**config.mk**
```make
export PLATFORM = sky130hd
export DESIGN_NAME = ata_keyed_cfg_port
export DESIGN_NICKNAME = d
export VERILOG_FILES = /design/src/rtl/keycfg_pkg.sv /design/src/rtl/keycfg_ctrl.sv /design/src/rtl/keycfg_regs.sv /design/src/rtl/ata_keyed_cfg_port.sv
export SDC_FILE = /design/constraint.sdc
export NUM_CORES = 1
export LEC_CHECK = 0
export CORE_MARGIN = 3
export CORE_UTILIZATION = 48
export DETAILED_ROUTE_END_ITERATION = 8
export PLACE_DENSITY = 0.89
export SLEW_MARGIN = 20
export SYNTH_ARGS = -nofsm -noshare
export SYNTH_HDL_FRONTEND = slang
export SYNTH_HIERARCHICAL = 1
export SYNTH_SLANG_ARGS = --single-unit
export TNS_END_PERCENT = 50
```
**constraint.sdc**
```tcl
create_clock -name clk -period 2.2 [get_ports clk]
set_input_delay 0.22 -clock clk [delete_from_list [all_inputs] [get_ports clk]]
set_output_delay 0.22 -clock clk [all_outputs]
set_load 0.02 [all_outputs]
```
**src/rtl/keycfg_pkg.sv**
```systemverilog
package keycfg_pkg;

  localparam int unsigned OFF_W  = 3;
  localparam int unsigned BYTE_W = 8;

  // offsets decoded inside the window
  localparam logic [OFF_W-1:0] OFF_RDTIME = 3'd0;
  localparam logic [OFF_W-1:0] OFF_WRTIME = 3'd1;
  localparam logic [OFF_W-1:0] OFF_LOCK   = 3'd2;
  localparam logic [OFF_W-1:0] OFF_CTRL   = 3'd3;
  localparam logic [OFF_W-1:0] OFF_STRAP  = 3'd5;
  localparam logic [OFF_W-1:0] OFF_MISC   = 3'd6;
  // offset of the word reads that arm the key
  localparam logic [OFF_W-1:0] OFF_KEYRD  = 3'd1;

  localparam logic [BYTE_W-1:0] KEY_CODE    = 8'h03;
  localparam logic [BYTE_W-1:0] RELOCK_CODE = 8'h83;
  localparam logic [BYTE_W-1:0] COMMIT_CODE = 8'h85;

  typedef enum logic [1:0] {
    KEY_IDLE = 2'd0,
    KEY_ONE  = 2'd1,
    KEY_TWO  = 2'd2
  } keyState_t;

  typedef struct packed {
    logic cfgMode;
    logic wrRdTime;
    logic wrWrTime;
    logic wrCtrl;
    logic wrMisc;
    logic commit;
  } cfgStrobe_t;

endpackage

```
**src/rtl/keycfg_ctrl.sv**
```systemverilog
module keycfg_ctrl
  import keycfg_pkg::*;
(
  input  logic                 clk,
  input  logic                 rstN,
  input  logic [OFF_W-1:0]     busAddr,
  input  logic                 busRd,
  input  logic                 busWr,
  input  logic                 busWide,
  input  logic [BYTE_W-1:0]    wByte,
  output cfgStrobe_t           stb,
  output logic                 drvRd,
  output logic                 drvWr
);

  keyState_t keyState, keyNext;
  logic      modeQ, modeNext;
  logic      anyAccess, keyRead, unlockHit, relockHit, cfgWr;

  assign anyAccess = busRd | busWr;
  assign keyRead   = busRd & busWide & (busAddr == OFF_KEYRD);
  assign unlockHit = ~modeQ & (keyState == KEY_TWO) & busWr & ~busWide &
                     (busAddr == OFF_LOCK) & (wByte == KEY_CODE);
  assign relockHit = modeQ & busWr & ~busWide &
                     (busAddr == OFF_LOCK) & (wByte == RELOCK_CODE);
  assign cfgWr     = modeQ & busWr;

  always_comb begin
    keyNext = keyState;
    if (modeQ || unlockHit) begin
      keyNext = KEY_IDLE;
    end else if (anyAccess) begin
      if (keyRead) begin
        unique case (keyState)
          KEY_IDLE: keyNext = KEY_ONE;
          KEY_ONE:  keyNext = KEY_TWO;
          default:  keyNext = KEY_TWO;
        endcase
      end else begin
        keyNext = KEY_IDLE;
      end
    end
  end

  always_comb begin
    modeNext = modeQ;
    if (unlockHit)      modeNext = 1'b1;
    else if (relockHit) modeNext = 1'b0;
  end

  always_ff @(posedge clk) begin
    if (!rstN) begin
      keyState <= KEY_IDLE;
      modeQ    <= 1'b0;
    end else begin
      keyState <= keyNext;
      modeQ    <= modeNext;
    end
  end

  assign drvRd = busRd & ~modeQ;
  assign drvWr = busWr & ~modeQ & ~unlockHit;

  always_comb begin
    stb          = '0;
    stb.cfgMode  = modeQ;
    stb.wrRdTime = cfgWr & (busAddr == OFF_RDTIME);
    stb.wrWrTime = cfgWr & (busAddr == OFF_WRTIME);
    stb.wrCtrl   = cfgWr & (busAddr == OFF_CTRL);
    stb.wrMisc   = cfgWr & (busAddr == OFF_MISC);
    stb.commit   = cfgWr & (busAddr == OFF_CTRL) & (wByte == COMMIT_CODE);
  end

endmodule

```
**src/rtl/keycfg_regs.sv**
```systemverilog
module keycfg_regs
  import keycfg_pkg::*;
#(
  parameter int unsigned DATA_W   = 16,
  parameter int unsigned TIME_W   = 8,
  parameter int unsigned SETUP_W  = 4,
  parameter int unsigned NUM_BANK = 2,
  parameter logic [TIME_W-1:0]  TIME_RST  = '1,
  parameter logic [SETUP_W-1:0] SETUP_RST = 4'd3
) (
  input  logic                       clk,
  input  logic                       rstN,
  input  cfgStrobe_t                 stb,
  input  logic [OFF_W-1:0]           busAddr,
  input  logic [BYTE_W-1:0]          wByte,
  input  logic [DATA_W-1:0]          drvRdata,
  input  logic                       strapClk25,
  output logic [DATA_W-1:0]          busRdata,
  output logic [NUM_BANK*TIME_W-1:0] rdTiming,
  output logic [NUM_BANK*TIME_W-1:0] wrTiming,
  output logic [SETUP_W-1:0]         setupOut
);

  localparam int unsigned SEL_W     = (NUM_BANK > 1) ? $clog2(NUM_BANK) : 1;
  localparam int unsigned SETUP_LSB = BYTE_W - SETUP_W;
  localparam logic [BYTE_W-1:0] MISC_RST = BYTE_W'({SETUP_RST, {SETUP_LSB{1'b0}}});

  logic [BYTE_W-1:0] miscReg, ctrlReg;
  logic [TIME_W-1:0] rdBank [NUM_BANK];
  logic [TIME_W-1:0] wrBank [NUM_BANK];
  logic [SEL_W-1:0]  selBank;

  assign selBank = miscReg[SEL_W-1:0];

  always_ff @(posedge clk) begin
    if (!rstN) begin
      miscReg  <= MISC_RST;
      ctrlReg  <= '0;
      setupOut <= SETUP_RST;
    end else begin
      if (stb.wrMisc) miscReg <= wByte;
      if (stb.wrCtrl) ctrlReg <= wByte;
      if (stb.commit) setupOut <= miscReg[BYTE_W-1:SETUP_LSB];
    end
  end

  for (genvar b = 0; b < NUM_BANK; b++) begin : g_bank
    always_ff @(posedge clk) begin
      if (!rstN) begin
        rdBank[b]                   <= TIME_RST;
        wrBank[b]                   <= TIME_RST;
        rdTiming[b*TIME_W +: TIME_W] <= TIME_RST;
        wrTiming[b*TIME_W +: TIME_W] <= TIME_RST;
      end else begin
        if (stb.wrRdTime && selBank == SEL_W'(b)) rdBank[b] <= wByte[TIME_W-1:0];
        if (stb.wrWrTime && selBank == SEL_W'(b)) wrBank[b] <= wByte[TIME_W-1:0];
        if (stb.commit) begin
          rdTiming[b*TIME_W +: TIME_W] <= rdBank[b];
          wrTiming[b*TIME_W +: TIME_W] <= wrBank[b];
        end
      end
    end
  end

  always_comb begin
    busRdata = '0;
    if (!stb.cfgMode) begin
      busRdata = drvRdata;
    end else begin
      unique case (busAddr)
        OFF_RDTIME: busRdata[TIME_W-1:0] = rdBank[selBank];
        OFF_WRTIME: busRdata[TIME_W-1:0] = wrBank[selBank];
        OFF_CTRL:   busRdata[BYTE_W-1:0] = ctrlReg;
        OFF_STRAP:  busRdata[0]          = strapClk25;
        OFF_MISC:   busRdata[BYTE_W-1:0] = miscReg;
        default:    busRdata             = '0;
      endcase
    end
  end

endmodule

```
**src/rtl/ata_keyed_cfg_port.sv**
```systemverilog
module ata_keyed_cfg_port
  import keycfg_pkg::*;
#(
  parameter int unsigned DATA_W  = 16,
  parameter int unsigned TIME_W  = 8,
  parameter int unsigned SETUP_W = 4,
  parameter logic [TIME_W-1:0]  TIME_RST  = '1,
  parameter logic [SETUP_W-1:0] SETUP_RST = 4'd3
) (
  input  logic              clk,
  input  logic              rstN,
  input  logic [2:0]        busAddr,
  input  logic              busRd,
  input  logic              busWr,
  input  logic              busWide,
  input  logic [DATA_W-1:0] busWdata,
  output logic [DATA_W-1:0] busRdata,
  output logic              drvRd,
  output logic              drvWr,
  output logic [DATA_W-1:0] drvWdata,
  input  logic [DATA_W-1:0] drvRdata,
  input  logic              strapClk25,
  output logic              cfgMode,
  output logic [2*TIME_W-1:0] rdTiming,
  output logic [2*TIME_W-1:0] wrTiming,
  output logic [SETUP_W-1:0]  setupOut
);

  localparam int unsigned NUM_BANK = 2;

  cfgStrobe_t        stb;
  logic [BYTE_W-1:0] wByte;

  assign wByte    = busWdata[BYTE_W-1:0];
  assign cfgMode  = stb.cfgMode;
  assign drvWdata = drvWr ? busWdata : '0;

  keycfg_ctrl u_ctrl (
    .clk     (clk),
    .rstN    (rstN),
    .busAddr (busAddr),
    .busRd   (busRd),
    .busWr   (busWr),
    .busWide (busWide),
    .wByte   (wByte),
    .stb     (stb),
    .drvRd   (drvRd),
    .drvWr   (drvWr)
  );

  keycfg_regs #(
    .DATA_W    (DATA_W),
    .TIME_W    (TIME_W),
    .SETUP_W   (SETUP_W),
    .NUM_BANK  (NUM_BANK),
    .TIME_RST  (TIME_RST),
    .SETUP_RST (SETUP_RST)
  ) u_regs (
    .clk        (clk),
    .rstN       (rstN),
    .stb        (stb),
    .busAddr    (busAddr),
    .wByte      (wByte),
    .drvRdata   (drvRdata),
    .strapClk25 (strapClk25),
    .busRdata   (busRdata),
    .rdTiming   (rdTiming),
    .wrTiming   (wrTiming),
    .setupOut   (setupOut)
  );

endmodule

```
-- Word level (Yosys, flattened, before mapping)
Memory sizes are Yosys's and may differ from the RTL's. A register that Yosys moved wholly into a read port is not among the register bits.
Index checks and enable logic that the tools add are counted.
- bitwise logic cells: 29
- mux-type cells: 29
- equal/unequal tests: 9
- reduce and logical (&&, ||, !) cells: 13
- operator list (kind ; number):
    two-way mux 16 bit ; 2
    two-way mux 8 bit ; 4
    one-hot mux 7 bit (4 select lines) ; 1
    AND 1 bit ; 19
    two-way mux 1 bit ; 19
    equality test 8 bit (second input constant) ; 2
    equality test 8 x 2 -> 1 bit (second input constant) ; 1
    equality test 3 x 2 -> 1 bit (second input constant) ; 2
    equality test 3 bit (second input constant) ; 2
    inverter 1 bit ; 5
    OR 1 bit ; 5
    one-hot mux 1 bit (5 select lines) ; 1
    logical AND 1 bit ; 4
    zero test 1 bit ; 4
    two-way mux 2 bit ; 2
    equality test 3 x 1 -> 1 bit (second input constant) ; 1
    zero test 3 bit ; 1
    equality test 2 bit (second input constant) ; 1
    zero test 2 bit ; 1
    nonzero test 2 bit ; 1
    OR reduction 2 bit ; 1
    logical OR 1 bit ; 1
- memory bits (writable): 32
- bits of input ports: 41
- flip-flop bits (word level): 23
- memories: 2
- memory list (name ; depth ; bits a word ; read ports ; clocked after memory_dff ; wr ports ; line ; RTL):
    u_regs.rdBank ; 2 ; 8 ; 3 ; 3 ; 2 ; keycfg_regs.sv:29 ; logic [TIME_W-1:0] rdBank [NUM_BANK];
    u_regs.wrBank ; 2 ; 8 ; 3 ; 3 ; 2 ; keycfg_regs.sv:30 ; logic [TIME_W-1:0] wrBank [NUM_BANK];

-- Depth between registers and ports, before layout
- depth in word-level cells: 9
- depth in mapped cells: 7

-- Modules after synthesis
The synthesis kept the hierarchy.
- modules (own cells, without submodules) (module ; instances ; cells an instance ; area an instance (um^2)):
    keycfg_regs ; 1 ; 329 ; 3751.1
    keycfg_ctrl ; 1 ; 40 ; 285.3
    ata_keyed_cfg_port ; 1 ; 17 ; 126.4

-- Worst setup path before layout
Ideal clock, no wire load.
- path kind: register to output
- from: reg u_ctrl.keyState[1]
- to: out drvWdata[10]
- setup slack: 0.189 ns
- arrival time: 1.791 ns
- cell stages (with the launch flop): 6
- path buffers: 1
- required time: 1.980 ns
- path through: dfxtp_1 -> nor3b_1 -> nand4_1 -> nor3b_1 -> buf_6 -> and2_1
- longest elaborated chain between the ends: 9
- RTL lines (item ; line ; RTL):
    start, declared ; keycfg_ctrl.sv:16 ; keyState_t keyState, keyNext;
    start signal, assigned ; keycfg_ctrl.sv:56 ; keyState <= keyNext;
    equality test 2 bit ; keycfg_ctrl.sv:22 ; assign unlockHit = ~modeQ & (keyState == KEY_TWO) & busWr & ~busWide &
    AND 1 bit (4 in a row) ; keycfg_ctrl.sv:22 ;
    AND 1 bit ; keycfg_ctrl.sv:23 ; (busAddr == OFF_LOCK) & (wByte == KEY_CODE);
    inverter 1 bit ; keycfg_ctrl.sv:62 ; assign drvWr = busWr & ~modeQ & ~unlockHit;
    AND 1 bit ; keycfg_ctrl.sv:62 ;
    named net drvWr ; ata_keyed_cfg_port.sv:19 ; output logic drvWr,
    two-way mux 16 bit ; ata_keyed_cfg_port.sv:36 ; assign drvWdata = drvWr ? busWdata : '0;
    end, declared ; ata_keyed_cfg_port.sv:20 ; output logic [DATA_W-1:0] drvWdata,
The timed path passes the listed nets, and every way through them passes these cells.

==> flow_summary.ini <==
[global_route]
antenna_found_initial = 0
grt_overflow_total = 0
track_usage = 0.239
grt_pass1_wl_um = 18400
grt_max_degree = 29
grt_pass1_vias = 3672

[setup_path]
required_ps = 1980
cp-endpoint = busRdata[1]
reg2reg_to = u_regs/rdBank[0][2]$_SDFFCE_PN1P_
cp_max_fo = 7
crit_path_max_incr_delay_ps = 370
reg2reg_from = u_ctrl/modeQ$_SDFFE_PN0P_
end_kind = output pin
setup.worst_path.class = reg -> out
critical_path_arrival_ps = 2020
crit_chain = buf_12 > buf_4 > mux2_1 > a222oi_1 > a22oi_1 > buf_2
cp_slowest_cell = dfxtp_4
r2r_cells = 6
startpoint_type = flop
regToRegSetupSlack_ps = 110

[clock_network]
numCtsBuffers = 9
clkTransAtPathRegs_ps = 90
root_buffer = clkbuf_8
cts_tree = done
cts.path.max_buffers = 2
htree_levels = 3
clock_latency_ps = 360
cts_sinks = 88

[power_and_ir_drop]
pwr-share-comb = 0.118
p_leak_nw = 2.18
irDropWorstVdd_uv = 279
p_int_w = 0.00244
switching_share = 0.254
p_per_area_nw_per_um2 = 538
net-switching-power_w = 0.000830
p_clk_frac = 0.360
pwr-share-seq = 0.522

[logic_synthesis]
synth_warnings = 6
yosysTopAreaCell = dfxtp_1
synth_edf_count = 32
syn_area_per_cell_um2 = 10.8
synth_top_flop_cell = dfxtp_1
yosysUniqueCellTypes = 48
async_flop_share = 0
syn-cell-area_um2 = 4160
seq_area_frac_synth = 0.500
synth_fp_nets = 427
synth_top_cell_area_share = 0.269
synthTopCellsByArea = dfxtp_1, edfxtp_1, mux2i_1, or2_2, nor2b_1
post-synth-top-count-cell = mux2i_1
ys_top_cells_by_count = mux2i_1, dfxtp_1, nand2_1, edfxtp_1, or2_2
ys_ff_latch = 88
synthCells = 386

[cells_and_area]
nFillCells = 572
nets = 585
antenna_cells = 0
finalNonFillerCells = 654
drive_gt1_frac = 0.308
area_growth_pct = 45.8

[routing]
via_per_inst = 5.57
num_vias = 3646
drt-initial-drc-count = 291
routedWlPerCell_um = 19.1
antenna_left = 0
drc = 0
drt-total-wl_um = 12500
dr.pass1.iters = 6

[floorplanning]
io_pins = 112
dieHeight_um = 99.1
initial_core_util = 0.502
die-area_um2 = 9830
fp-row-count = 33
dieWidth_um = 99.1
core_area_um2 = 8300

[flow_run]
cap_violations = 0

[sta]
tightest_slew_ps = 556
clock_skew_ps = 7.17
fmax_mhz = 447
min_period_over_period = 1.02
slew_headroom = 0.628
setup_viol_count_final = 2
fin_crit_ps = 2240
final_max_slew_viol_count = 0
rsz0062_at_grt = true
finalHoldViolCount = 0
setup_ws_ps = -35.2

[placed_design]
hpwl_um = 8100
gp_congestion = 0.871
io_buffers = 111
placed_cells = 621
dpl_worst_slack_ps = -861

[outcome]
status = finished with violations
violations = negative setup slack

[min_path]
hp-class = in -> reg
## worst min-delay path by stage
stage,startpoint,end,cells after the start
finish,busWdata[4],u_regs/miscReg[4]$_SDFFE_PN1P_,4
global placement,u_regs/rdTiming[11]$_SDFFE_PN1P_,u_regs/rdTiming[11]$_SDFFE_PN1P_,2
global route,busWdata[6],u_regs/miscReg[6]$_SDFFE_PN0P_,4
floorplan,busWdata[4],u_regs/miscReg[4]$_SDFFE_PN1P_,2
CTS,u_regs/wrTiming[3]$_SDFFE_PN1P_,u_regs/wrTiming[3]$_SDFFE_PN1P_,2
detailed placement,u_regs/rdTiming[1]$_SDFFE_PN1P_,u_regs/rdTiming[1]$_SDFFE_PN1P_,2
## cells by family (layout without fill, tap and decap cells)
| group | Yosys count | after routing | share of synthesized area |
|---|---|---|---|
| flip-flops | 88 | 88 | 0.500 |
| AO/OA/AOI/OAI | 36 | 36 | 0.0688 |
| AND/OR/NAND/NOR | 162 | 162 | 0.223 |
| multiplexers | 68 | 68 | 0.169 |
| buffers and inverters | 32 | 195 | 0.0397 |
## critical path, delay by kind of cell (launching register included)
family | cells | cell delay (ps)
AOI/OAI and AO/OA | 2 | 470
buffers and inverters | 3 | 460
DFF | 1 | 370
muxes | 1 | 350
## flip-flops by register name, summed over array words and instances (netlist names), named ones only
signal and cells:
u_regs/rdTiming 16, u_ctrl/keyState 2, u_regs/ctrlReg 8, u_ctrl/modeQ 1
u_regs/wrTiming 16, u_regs/setupOut 4, u_regs/miscReg 8, u_regs/wrBank 16
u_regs/rdBank 16
## cells in the final DEF (no fill, tap or decap), types with 6 or more instances in the layout
cell type	synthesis	final
and2_2	12	12
or2_2	32	32
mux2i_1	57	55
clkdlybuf4s50_1	0	82
buf_12	0	6
inv_1	9	9
nor2_1	7	7
o22ai_1	6	6
nand2_1	47	47
dfxtp_1	56	55
buf_2	9	6
clkbuf_8	0	9
clkbuf_2	0	12
edfxtp_1	32	32
buf_4	1	48
nor2b_1	29	29
## per-stage QoR
stage	util	power (W)	hold slack, ps	area [um^2]	setup TNS [ps]
6_report	0.731	0.00327	423	6070	-50.6
5_1_grt	0.731	0.00337	438	6070	-342
4_1_cts	0.712	0.00327	481	5910	-261
3_5_place_dp	0.681	0.00212	457	5650	-24820
3_3_place_gp	0.681	0.00211	453	5650	-18370
2_1_floorplan	-	0.00189	348	4160	0
## routing by layer
layer | up-vias | track usage | wire length (um)
li1 | 1664 | - | -
met2 | 230 | 0.384 | 5910
met5 | - | 0 | 0
met1 | 1714 | 0.298 | 5040
met3 | 38 | 0.0708 | 1110
met4 | 0 | 0.106 | 417
## cell type report
cell class                      instances  area, um^2  share of cell area
Clock inverter                          7        86.3              0.0142
Timing Repair Buffer                  169        1570               0.259
Inverter                               10        37.5             0.00618
Multi-Input combinational cell        266        2030               0.335
Tap cell                              105         131              0.0216
Sequential cell                        88        2090               0.344
Clock buffer                            9         124              0.0204
## power groups by stage
stage          Combinational [W]  Sequential, W  Clock (W)
5_1_grt                 0.000404        0.00171    0.00126
3_3_place_gp            0.000365        0.00174          0
4_1_cts                 0.000369        0.00171    0.00119
3_5_place_dp            0.000371        0.00174          0
2_1_floorplan           0.000148        0.00174          0
6_report                0.000385        0.00171    0.00118
## what timing repair did
action                                  4_1_cts  5_1_grt
cloned                                        0        1
pin swaps                                     5        6
setup buffers                                 3       13
gates resized for setup                      57       48
endpoints found under the setup margin       25       32
hold buffers                                  0        0
No activity file was read; power rests on OpenSTA's default activity.
